[src/rtl/sympwm_pkg.sv]
package sympwm_pkg;
  localparam int CNT_W = 10;
  localparam int PRE_W = 10;

  // prescaler selection codes; all other values stop the counter
  localparam logic [2:0] PS_DIV1    = 3'd1;
  localparam logic [2:0] PS_DIV8    = 3'd2;
  localparam logic [2:0] PS_DIV64   = 3'd3;
  localparam logic [2:0] PS_DIV256  = 3'd4;
  localparam logic [2:0] PS_DIV1024 = 3'd5;

  typedef struct packed {
    logic       invert;
    logic [2:0] presc;
    logic [1:0] res;
  } cfg_t;

  // resolutions span CNT_W-2 .. CNT_W bits; code 0 aliases code 1
  function automatic logic [CNT_W-1:0] peak_of(input logic [1:0] res);
    int bits;
    bits = CNT_W - 2 + ((res == 2'd0) ? 0 : int'(res) - 1);
    return CNT_W'((64'd1 << bits) - 64'd1);
  endfunction

  // terminal count of the prescaler (divide ratio minus one), -1 when stopped
  function automatic int presc_last(input logic [2:0] code);
    case (code)
      PS_DIV1:    return 0;
      PS_DIV8:    return 7;
      PS_DIV64:   return 63;
      PS_DIV256:  return 255;
      PS_DIV1024: return 1023;
      default:    return -1;
    endcase
  endfunction
endpackage

[src/rtl/sympwm_presc.sv]
module sympwm_presc #(
  parameter int PRE_W = sympwm_pkg::PRE_W
) (
  input  logic       clk,
  input  logic       rst_n,
  input  logic [2:0] code,
  output logic       tick
);
  import sympwm_pkg::*;

  logic [PRE_W-1:0] div_q, div_d;
  logic             run;
  logic [PRE_W-1:0] last;

  always_comb begin
    run  = (presc_last(code) >= 0);
    last = run ? PRE_W'(presc_last(code)) : '0;
  end

  always_comb begin
    div_d = div_q;
    tick  = 1'b0;
    if (!run) begin
      div_d = '0;
    end else if (div_q >= last) begin
      div_d = '0;
      tick  = 1'b1;
    end else begin
      div_d = div_q + 1'b1;
    end
  end

  always_ff @(posedge clk or negedge rst_n) begin
    if (!rst_n) div_q <= '0;
    else        div_q <= div_d;
  end
endmodule

[src/rtl/sympwm_slope.sv]
module sympwm_slope #(
  parameter int CNT_W = sympwm_pkg::CNT_W
) (
  input  logic             clk,
  input  logic             rst_n,
  input  logic             tick,
  input  logic [CNT_W-1:0] peak,
  output logic [CNT_W-1:0] cnt,
  output logic             rising,
  output logic             turn
);
  localparam logic [CNT_W-1:0] ONE = CNT_W'(1);

  logic [CNT_W-1:0] cnt_q, cnt_d;
  logic             up_q, up_d;

  always_comb begin
    cnt_d = cnt_q;
    up_d  = up_q;
    turn  = 1'b0;
    if (tick) begin
      if (up_q) begin
        if (cnt_q >= peak) begin
          cnt_d = peak - ONE;
          up_d  = 1'b0;
          turn  = 1'b1;
        end else begin
          cnt_d = cnt_q + ONE;
        end
      end else begin
        if (cnt_q == '0) begin
          cnt_d = ONE;
          up_d  = 1'b1;
        end else begin
          cnt_d = cnt_q - ONE;
        end
      end
    end
  end

  always_ff @(posedge clk or negedge rst_n) begin
    if (!rst_n) begin
      cnt_q <= '0;
      up_q  <= 1'b0;
    end else if (tick) begin
      cnt_q <= cnt_d;
      up_q  <= up_d;
    end
  end

  assign cnt    = cnt_q;
  assign rising = up_q;
endmodule

[src/rtl/sympwm_cmp.sv]
module sympwm_cmp #(
  parameter int CNT_W = sympwm_pkg::CNT_W
) (
  input  logic             clk,
  input  logic             rst_n,
  input  logic             wr_cmp,
  input  logic [CNT_W-1:0] wr_val,
  input  logic             load,
  input  logic [CNT_W-1:0] cnt,
  input  logic             rising,
  input  logic [CNT_W-1:0] peak,
  input  logic             invert,
  output logic [CNT_W-1:0] cmp_active,
  output logic             pwm
);
  logic [CNT_W-1:0] hold_q, hold_d;
  logic [CNT_W-1:0] act_q, act_d;
  logic             pwm_q, pwm_d;
  logic             level;

  always_comb begin
    hold_d = wr_cmp ? wr_val : hold_q;
    act_d  = load ? hold_q : act_q;
  end

  always_comb begin
    if (act_q == '0)        level = 1'b0;
    else if (act_q >= peak) level = 1'b1;
    else if (rising)        level = (cnt < act_q);
    else                    level = (cnt <= act_q);
    pwm_d = level ^ invert;
  end

  always_ff @(posedge clk or negedge rst_n) begin
    if (!rst_n) begin
      hold_q <= '0;
      act_q  <= '0;
      pwm_q  <= 1'b0;
    end else begin
      hold_q <= hold_d;
      act_q  <= act_d;
      pwm_q  <= pwm_d;
    end
  end

  assign cmp_active = act_q;
  assign pwm        = pwm_q;
endmodule

[src/rtl/sympwm_top.sv]
module sympwm_top #(
  parameter int CNT_W = sympwm_pkg::CNT_W,
  parameter int PRE_W = sympwm_pkg::PRE_W
) (
  input  logic             clk,
  input  logic             rst_n,
  input  logic             wr_en,
  input  logic             wr_addr,
  input  logic [CNT_W-1:0] wr_data,
  output logic             pwm_out
);
  import sympwm_pkg::*;

  localparam int CFG_W = $bits(cfg_t);

  cfg_t             cfg_q, cfg_d;
  logic             wr_cfg, wr_cmp;
  logic             tick, turn, rising, invert;
  logic [CNT_W-1:0] cnt, peak, cmp_act;

  always_comb begin
    wr_cmp = wr_en && (wr_addr == 1'b0);
    wr_cfg = wr_en && (wr_addr == 1'b1);
    cfg_d  = wr_cfg ? cfg_t'(wr_data[CFG_W-1:0]) : cfg_q;
    peak   = peak_of(cfg_q.res);
    invert = cfg_q.invert;
  end

  always_ff @(posedge clk or negedge rst_n) begin
    if (!rst_n) cfg_q <= '0;
    else        cfg_q <= cfg_d;
  end

  sympwm_presc #(.PRE_W(PRE_W)) u_presc (
    .clk  (clk),
    .rst_n(rst_n),
    .code (cfg_q.presc),
    .tick (tick)
  );

  sympwm_slope #(.CNT_W(CNT_W)) u_slope (
    .clk   (clk),
    .rst_n (rst_n),
    .tick  (tick),
    .peak  (peak),
    .cnt   (cnt),
    .rising(rising),
    .turn  (turn)
  );

  sympwm_cmp #(.CNT_W(CNT_W)) u_cmp (
    .clk       (clk),
    .rst_n     (rst_n),
    .wr_cmp    (wr_cmp),
    .wr_val    (wr_data),
    .load      (turn),
    .cnt       (cnt),
    .rising    (rising),
    .peak      (peak),
    .invert    (invert),
    .cmp_active(cmp_act),
    .pwm       (pwm_out)
  );
endmodule

[config.mk]
export PLATFORM = sky130hd
export DESIGN_NAME = sympwm_top
export DESIGN_NICKNAME = d
export VERILOG_FILES = /design/src/rtl/sympwm_pkg.sv /design/src/rtl/sympwm_presc.sv /design/src/rtl/sympwm_slope.sv /design/src/rtl/sympwm_cmp.sv /design/src/rtl/sympwm_top.sv
export SDC_FILE = /design/constraint.sdc
export NUM_CORES = 1
export LEC_CHECK = 0
export ABC_CLOCK_PERIOD_IN_PS = 3100
export BUFFER_PORTS_ARGS = -buffer_cell sky130_fd_sc_hd__buf_2
export CAP_MARGIN = 20
export CORE_MARGIN = 2
export CORE_UTILIZATION = 45
export DETAILED_ROUTE_END_ITERATION = 16
export HOLD_SLACK_MARGIN = 0.02
export SYNTH_ARGS = -nofsm -noshare
export SYNTH_HDL_FRONTEND = slang
export SYNTH_SLANG_ARGS = --single-unit
[constraint.sdc]
create_clock -name clk -period 3.1 [get_ports clk]
set_input_delay 0.31 -clock clk [delete_from_list [all_inputs] [get_ports clk]]
set_output_delay 0.31 -clock clk [all_outputs]
set_load 0.02 [all_outputs]
# After elaboration in Yosys (flattened, before gate mapping)
# Index checks and enable logic that the tools add are counted.
[classes]
n_shift = 1
mux = 19
div_mod_pow = 0
n_addsub = 7
bitwise_logic = 2
eq_ne = 5
n_reduce_logical = 5
order_cmp = 6
multipliers = 0
[op_table]
columns = ["cell", "n"]
rows = [
  ["$pmux 32 s5", 1],
  ["$mux 10", 6],
  ["$add 5x32->32 const A", 1],
  ["$ge 32x1->1 const B", 1],
  ["$mux 32", 1],
  ["$shl 1x32->10 const A", 1],
  ["$ge 10x10->1", 3],
  ["$sub 10x1->10 const B", 3],
  ["$add 10x1->10 const B", 2],
  ["$logic_not 10->1", 2],
  ["$mux 1", 11],
  ["$le 10x10->1", 1],
  ["$lt 10x10->1", 1],
  ["$eq 3x2->1 const B", 2],
  ["$eq 3x3->1 const B", 2],
  ["$eq 3x1->1 const B", 1],
  ["$sub 2x1->3 const B", 1],
  ["$logic_and 1x1->1", 2],
  ["$logic_not 2->1", 1],
  ["$not 1->1", 1],
  ["$xor 1x1->1", 1],
]
[totals]
latchBits = 0
n_memories = 0
out_inout_bits = 1
mem_bits_rw = 0
input_bits = 14
ff_bits = 48
elab_cells = 54
romBits = 0

# Longest topological paths before layout
[logic_depth]
word_depth = 9
ltp_mapped = 10
mapped_depth_nobuf = 9

# By module
# A second synthesis with hierarchy kept.
[unflattened]
cells_unflattened = 399
area_unflattened_um2 = 3716.1
[by_module_without_submodules]
columns = ["module", "area_each_um2", "seq_area_each_um2", "instances", "cells_each"]
rows = [
  ["sympwm_slope", 1396.3, 275.3, 1, 173],
  ["sympwm_cmp", 1276.2, 525.5, 1, 128],
  ["sympwm_presc", 749.5, 250.2, 1, 78],
  ["sympwm_top", 294.0, 150.1, 1, 20],
]

# Worst setup path before layout
# No wires, ideal clock.
[synth_timing]
kind = "reg-to-reg"
startpoint = "reg cfg_q[3] in the netlist's numbering"
endpoint = "reg u_cmp.act_q[1], in the netlist u_cmp.cmp_active[1]"
required_ns = 2.975
setup_time_ns = 0.125
stages_incl_launch_ff = 10
t_arrival_ns = 2.319
synth_period_minus_slack_ns = 2.443
path_buffers = 1
setup_slack_ns = 0.657
path_cell_list = "dfrtp_1 nand2b_1 o21a_1 ha_1 a41oi_1 nor3_1 o21ai_4 nor2_2 buf_6 mux2_2"
[synth_between]
elab_chain_cells = 8
elab_cells_between_ends = 12
cone_classes = "order compare (2); eq/ne (5); mux (5)"
[synth_lines]
columns = ["element", "line_no", "source"]
rows = [
  ["from (decl)", "sympwm_top.sv:16", "cfg_t cfg_q, cfg_d;"],
  ["from (signal assigned)", "sympwm_top.sv:31", "else cfg_q <= cfg_d;"],
  ["$eq 3x3->1 (tied with other cells)", "sympwm_pkg.sv:27", "case (code)"],
  ["$pmux 32 s5 (*)", "sympwm_pkg.sv:27", ""],
  ["$ge 32x1->1", "sympwm_presc.sv:16", "run = (presc_last(code) >= 0);"],
  ["$mux 10", "sympwm_presc.sv:17", "last = run ? PRE_W'(presc_last(code)) : '0;"],
  ["$ge 10x10->1", "sympwm_presc.sv:25", "end else if (div_q >= last) begin"],
  ["$mux 1", "sympwm_presc.sv:25", ""],
  ["$mux 1 (*)", "sympwm_presc.sv:23", "if (!run) begin"],
  ["$mux 1 (*)", "sympwm_slope.sv:21", "if (tick) begin"],
  ["to (signal assigned)", "sympwm_cmp.sv:41", "act_q <= act_d;"],
  ["to (decl)", "sympwm_cmp.sv:17", "logic [CNT_W-1:0] act_q, act_d;"],
]
# Every way passes the cells marked *; elsewhere a longest branch is shown, timed or not.
# A chain may end at the register's enable or synchronous reset.

# Worst setup path after layout
[layout_timing]
startpoint = "reg cfg_q[3] in the netlist's numbering"
endpoint = "reg u_cmp.act_q[3], in the netlist u_cmp.cmp_active[3]"
# Same word-level chain as after synthesis.

==> impl_metrics.env <==
export IMPL_status="finished clean"
export IMPL_first_pass_iters=4
export IMPL_grt_setup_unrepaired="no"
export IMPL_fin_skew_ps=13.8
export IMPL_die_area_mm2=0.00783
export IMPL_final_core_util=0.516
export IMPL_muxShareOfSynthArea=0.0978
export IMPL_wl_per_cell_um=15.5
export IMPL_ys_async_sr_fraction=1.00
export IMPL_power_leakage_uw=0.00158
export IMPL_worst_pin_slew_ps=874
export IMPL_drtAntennaViolNets=0
export IMPL_clk_pin_slew_ps=110
export IMPL_setup_tns_final_ps=0
export IMPL_p_total_uw=1990
export IMPL_max_freq_mhz=348
export IMPL_gp_congestion=0.873
export IMPL_io_buffers=14
export IMPL_ctsHoldBuffers=0
export IMPL_die_h_um=88.5
export IMPL_start_util=0.470
export IMPL_synth_area_mm2=0.00321
export IMPL_cts_num_sinks=48
export IMPL_root_buffer="clkbuf_8"
export IMPL_synth_xor_xnor_area_share=0.0300
export IMPL_cp_max_fo=11
export IMPL_use_met3=0.0364
export IMPL_drv_slew=0
export IMPL_fin_cells=448
export IMPL_critical_path_class="register to register"
export IMPL_worst_ep_required_time_ps=3310
export IMPL_postSynthCellCount=327
export IMPL_finalNetCount=401
export IMPL_avgSynthCellArea_um2=9.82
export IMPL_yosysWarnings=0
export IMPL_drc=0
export IMPL_relSlewSlack=0.416
export IMPL_post_cts_resized=0
export IMPL_maxCapViolCount=0
export IMPL_wl_um=6940
export IMPL_grt_pass1_vias=2328
export IMPL_ys_seq_area_frac=0.374
export IMPL_core_mm2=0.00683
export IMPL_use_met2=0.294
export IMPL_drt_iter0_drc=127
export IMPL_grt_max_degree=38
export IMPL_yosys_most_used_dff="dfrtp_1"
export IMPL_synth_top_family_by_area="simple AND/OR/NAND/NOR gates"
export IMPL_busiest_layer="met2"
export IMPL_via_count=2477
export IMPL_grt_antenna_before_repair=0
export IMPL_synth_compound_area_frac=0.148
export IMPL_synth_fa_ha_area_frac=0.140
export IMPL_ioPinCount=15
export IMPL_power_density_mw_per_mm2=565
export IMPL_hold_path_class="input port to asynchronous set/reset pin"
export IMPL_startpoint_type="register"
export IMPL_clk_latency_ps=320
export IMPL_endpoint_kind="register"
export IMPL_layout_drive_gt1_share=0.179
export IMPL_postCtsSetupRepairBufs=0
export IMPL_dp_hpwl_um=5140
export IMPL_synth_edf_count=0
export IMPL_ir_worst_vdd_v=0.000287
export IMPL_rows=30
export IMPL_cts_buffers=5
export IMPL_synthToLayoutAreaGrowth_pct=9.82
export IMPL_htreeDepth=2
export IMPL_cp_arrival_ps=3090
export IMPL_overflow=0
export IMPL_multi_input_area_mm2=0.00190
export IMPL_min_period_ps=2870
export IMPL_hold_slack_ps=90.1
export IMPL_hold_viol=0
export IMPL_synthSimpleGateAreaFrac=0.162
export IMPL_met1_usage=0.285
export IMPL_finalSetupViolations=0
export IMPL_die_w_um=88.5
export IMPL_post_route_period_util=0.927
export IMPL_final_seq_area_mm2=0.00120
export IMPL_grt_pass1_wl_um=11700
export IMPL_synthDistinctLibCells=53
export IMPL_track_usage=0.193
export IMPL_cts_tree="built"
export IMPL_fill_cells=639
export IMPL_num_antenna_cells=0
export IMPL_dpl_cell_count=440
export IMPL_via_per_inst=5.53
export IMPL_clockBufferDepth=2
export IMPL_ys_ff_latch=48
## area by class of cell
| cell class | count | share of cell area |
|---|---|---|
| Multi-Input combinational cell | 254 | 0.538 |
| Sequential cell | 48 | 0.341 |
| Tap cell | 96 | 0.0341 |
| Timing Repair Buffer | 19 | 0.0305 |
| Inverter | 23 | 0.0245 |
| Clock buffer | 5 | 0.0195 |
| Clock inverter | 3 | 0.0131 |
## logic make-up after synthesis
| group | after synthesis |
|---|---|
| xor gates and xnor gates | 11 |
| muxes | 28 |
| buffers and inverters | 33 |
| DFF | 48 |
| other | 2 |
| and+or+nand+nor | 102 |
| adders and majority gates | 36 |
| AOI/OAI and AO/OA | 67 |
## synthesized netlist by cell type (all sizes together), types with 2 or more instances
cell	number	area, um^2
clkbuf	4	15.0
nor3	8	40.0
nor2b	2	12.5
inv	22	82.6
nand4	10	62.6
xnor2	6	52.6
o22a	4	36.3
nor4	6	37.5
nand3b	2	15.0
a31oi	5	31.3
nand2b	2	12.5
o21a	3	22.5
o21ai	11	66.3
nand2	15	56.3
a211oi	7	57.6
mux2	27	304
a221oi	2	17.5
xor2	5	43.8
and3	4	25.0
nand3	14	70.1
conb	2	7.51
buf	6	42.5
a21o	5	37.5
a21oi	17	85.1
a311oi	2	17.5
ha	36	450
dfrtp	48	1200
a211o	2	17.5
and4	2	18.8
nor2	32	123
## report_power, final
part / switching, uW / leakage, uW / internal (uW) / total (uW)
clock: 240 / 0.0000548 / 243 / 483
sequential: 156 / 0.000601 / 715 / 871
combinational: 346 / 0.000924 / 293 / 639
## cell usage in the layout (no fill, tap or decap), types with 4 or more instances in the layout
cell	instances
mux2_2	27
a211oi_1	6
a21oi_1	17
clkbuf_8	5
conb_1	10
nand2_1	15
a31oi_1	5
xnor2_1	6
o21ai_0	9
dfrtp_1	48
nand3_1	14
a21o_1	5
nor3_1	8
nor4_1	6
buf_2	14
xor2_1	5
ha_1	36
buf_4	5
inv_1	22
nand4_1	10
and3_1	4
nor2_1	31
## through the flow
stage | setup slack (ps) | area, um^2
6_report | 226 | 3530
4_1_cts | 204 | 3530
3_3_place_gp | 289 | 3410
5_1_grt | 10.2 | 3530
3_5_place_dp | 220 | 3410
2_1_floorplan | 657 | 3240
## sequential cells by signal, indices dropped and copies added (netlist names)
name / flops
u_cmp.cmp_active: 10
u_cmp.hold_q: 10
u_presc.div_q: 10
u_slope.cnt: 10
cfg_q: 5
invert: 1
u_cmp.pwm: 1
u_slope.rising: 1
## worst paths after layout
| check | start | cells past startpoint | end | slack, ps |
|---|---|---|---|---|
| max | cfg_q[3] | 8 | u_cmp.cmp_active[3] | 230 |
| min | rst_n | 1 | u_slope.cnt[4] | 90 |
| max reg2reg | cfg_q[3] | 8 | u_cmp.cmp_active[3] | 230 |
| min reg2reg | u_cmp.hold_q[9] | 1 | u_cmp.cmp_active[9] | 510 |
| max in group asynchronous | rst_n | 2 | cfg_q[3] | 2300 |
| min in group clk | wr_data[6] | 2 | u_cmp.hold_q[6] | 220 |
## critical path, cell delays in order (launching register included)
cell	delay (ps)
dfrtp_1	460
nand2b_1	210
o21a_1	160
ha_1	320
a41oi_1	120
nor3_1	450
o21ai_4	180
nor2_2	470
mux2_2	400
## routing by layer
layer / up-vias / wire, um
li1: 1237 / -
met5: - / 0
met2: 42 / 3100
met4: 0 / 88
met1: 1190 / 3490
met3: 8 / 258
Note: power is estimated with default switching activity, not from simulation.
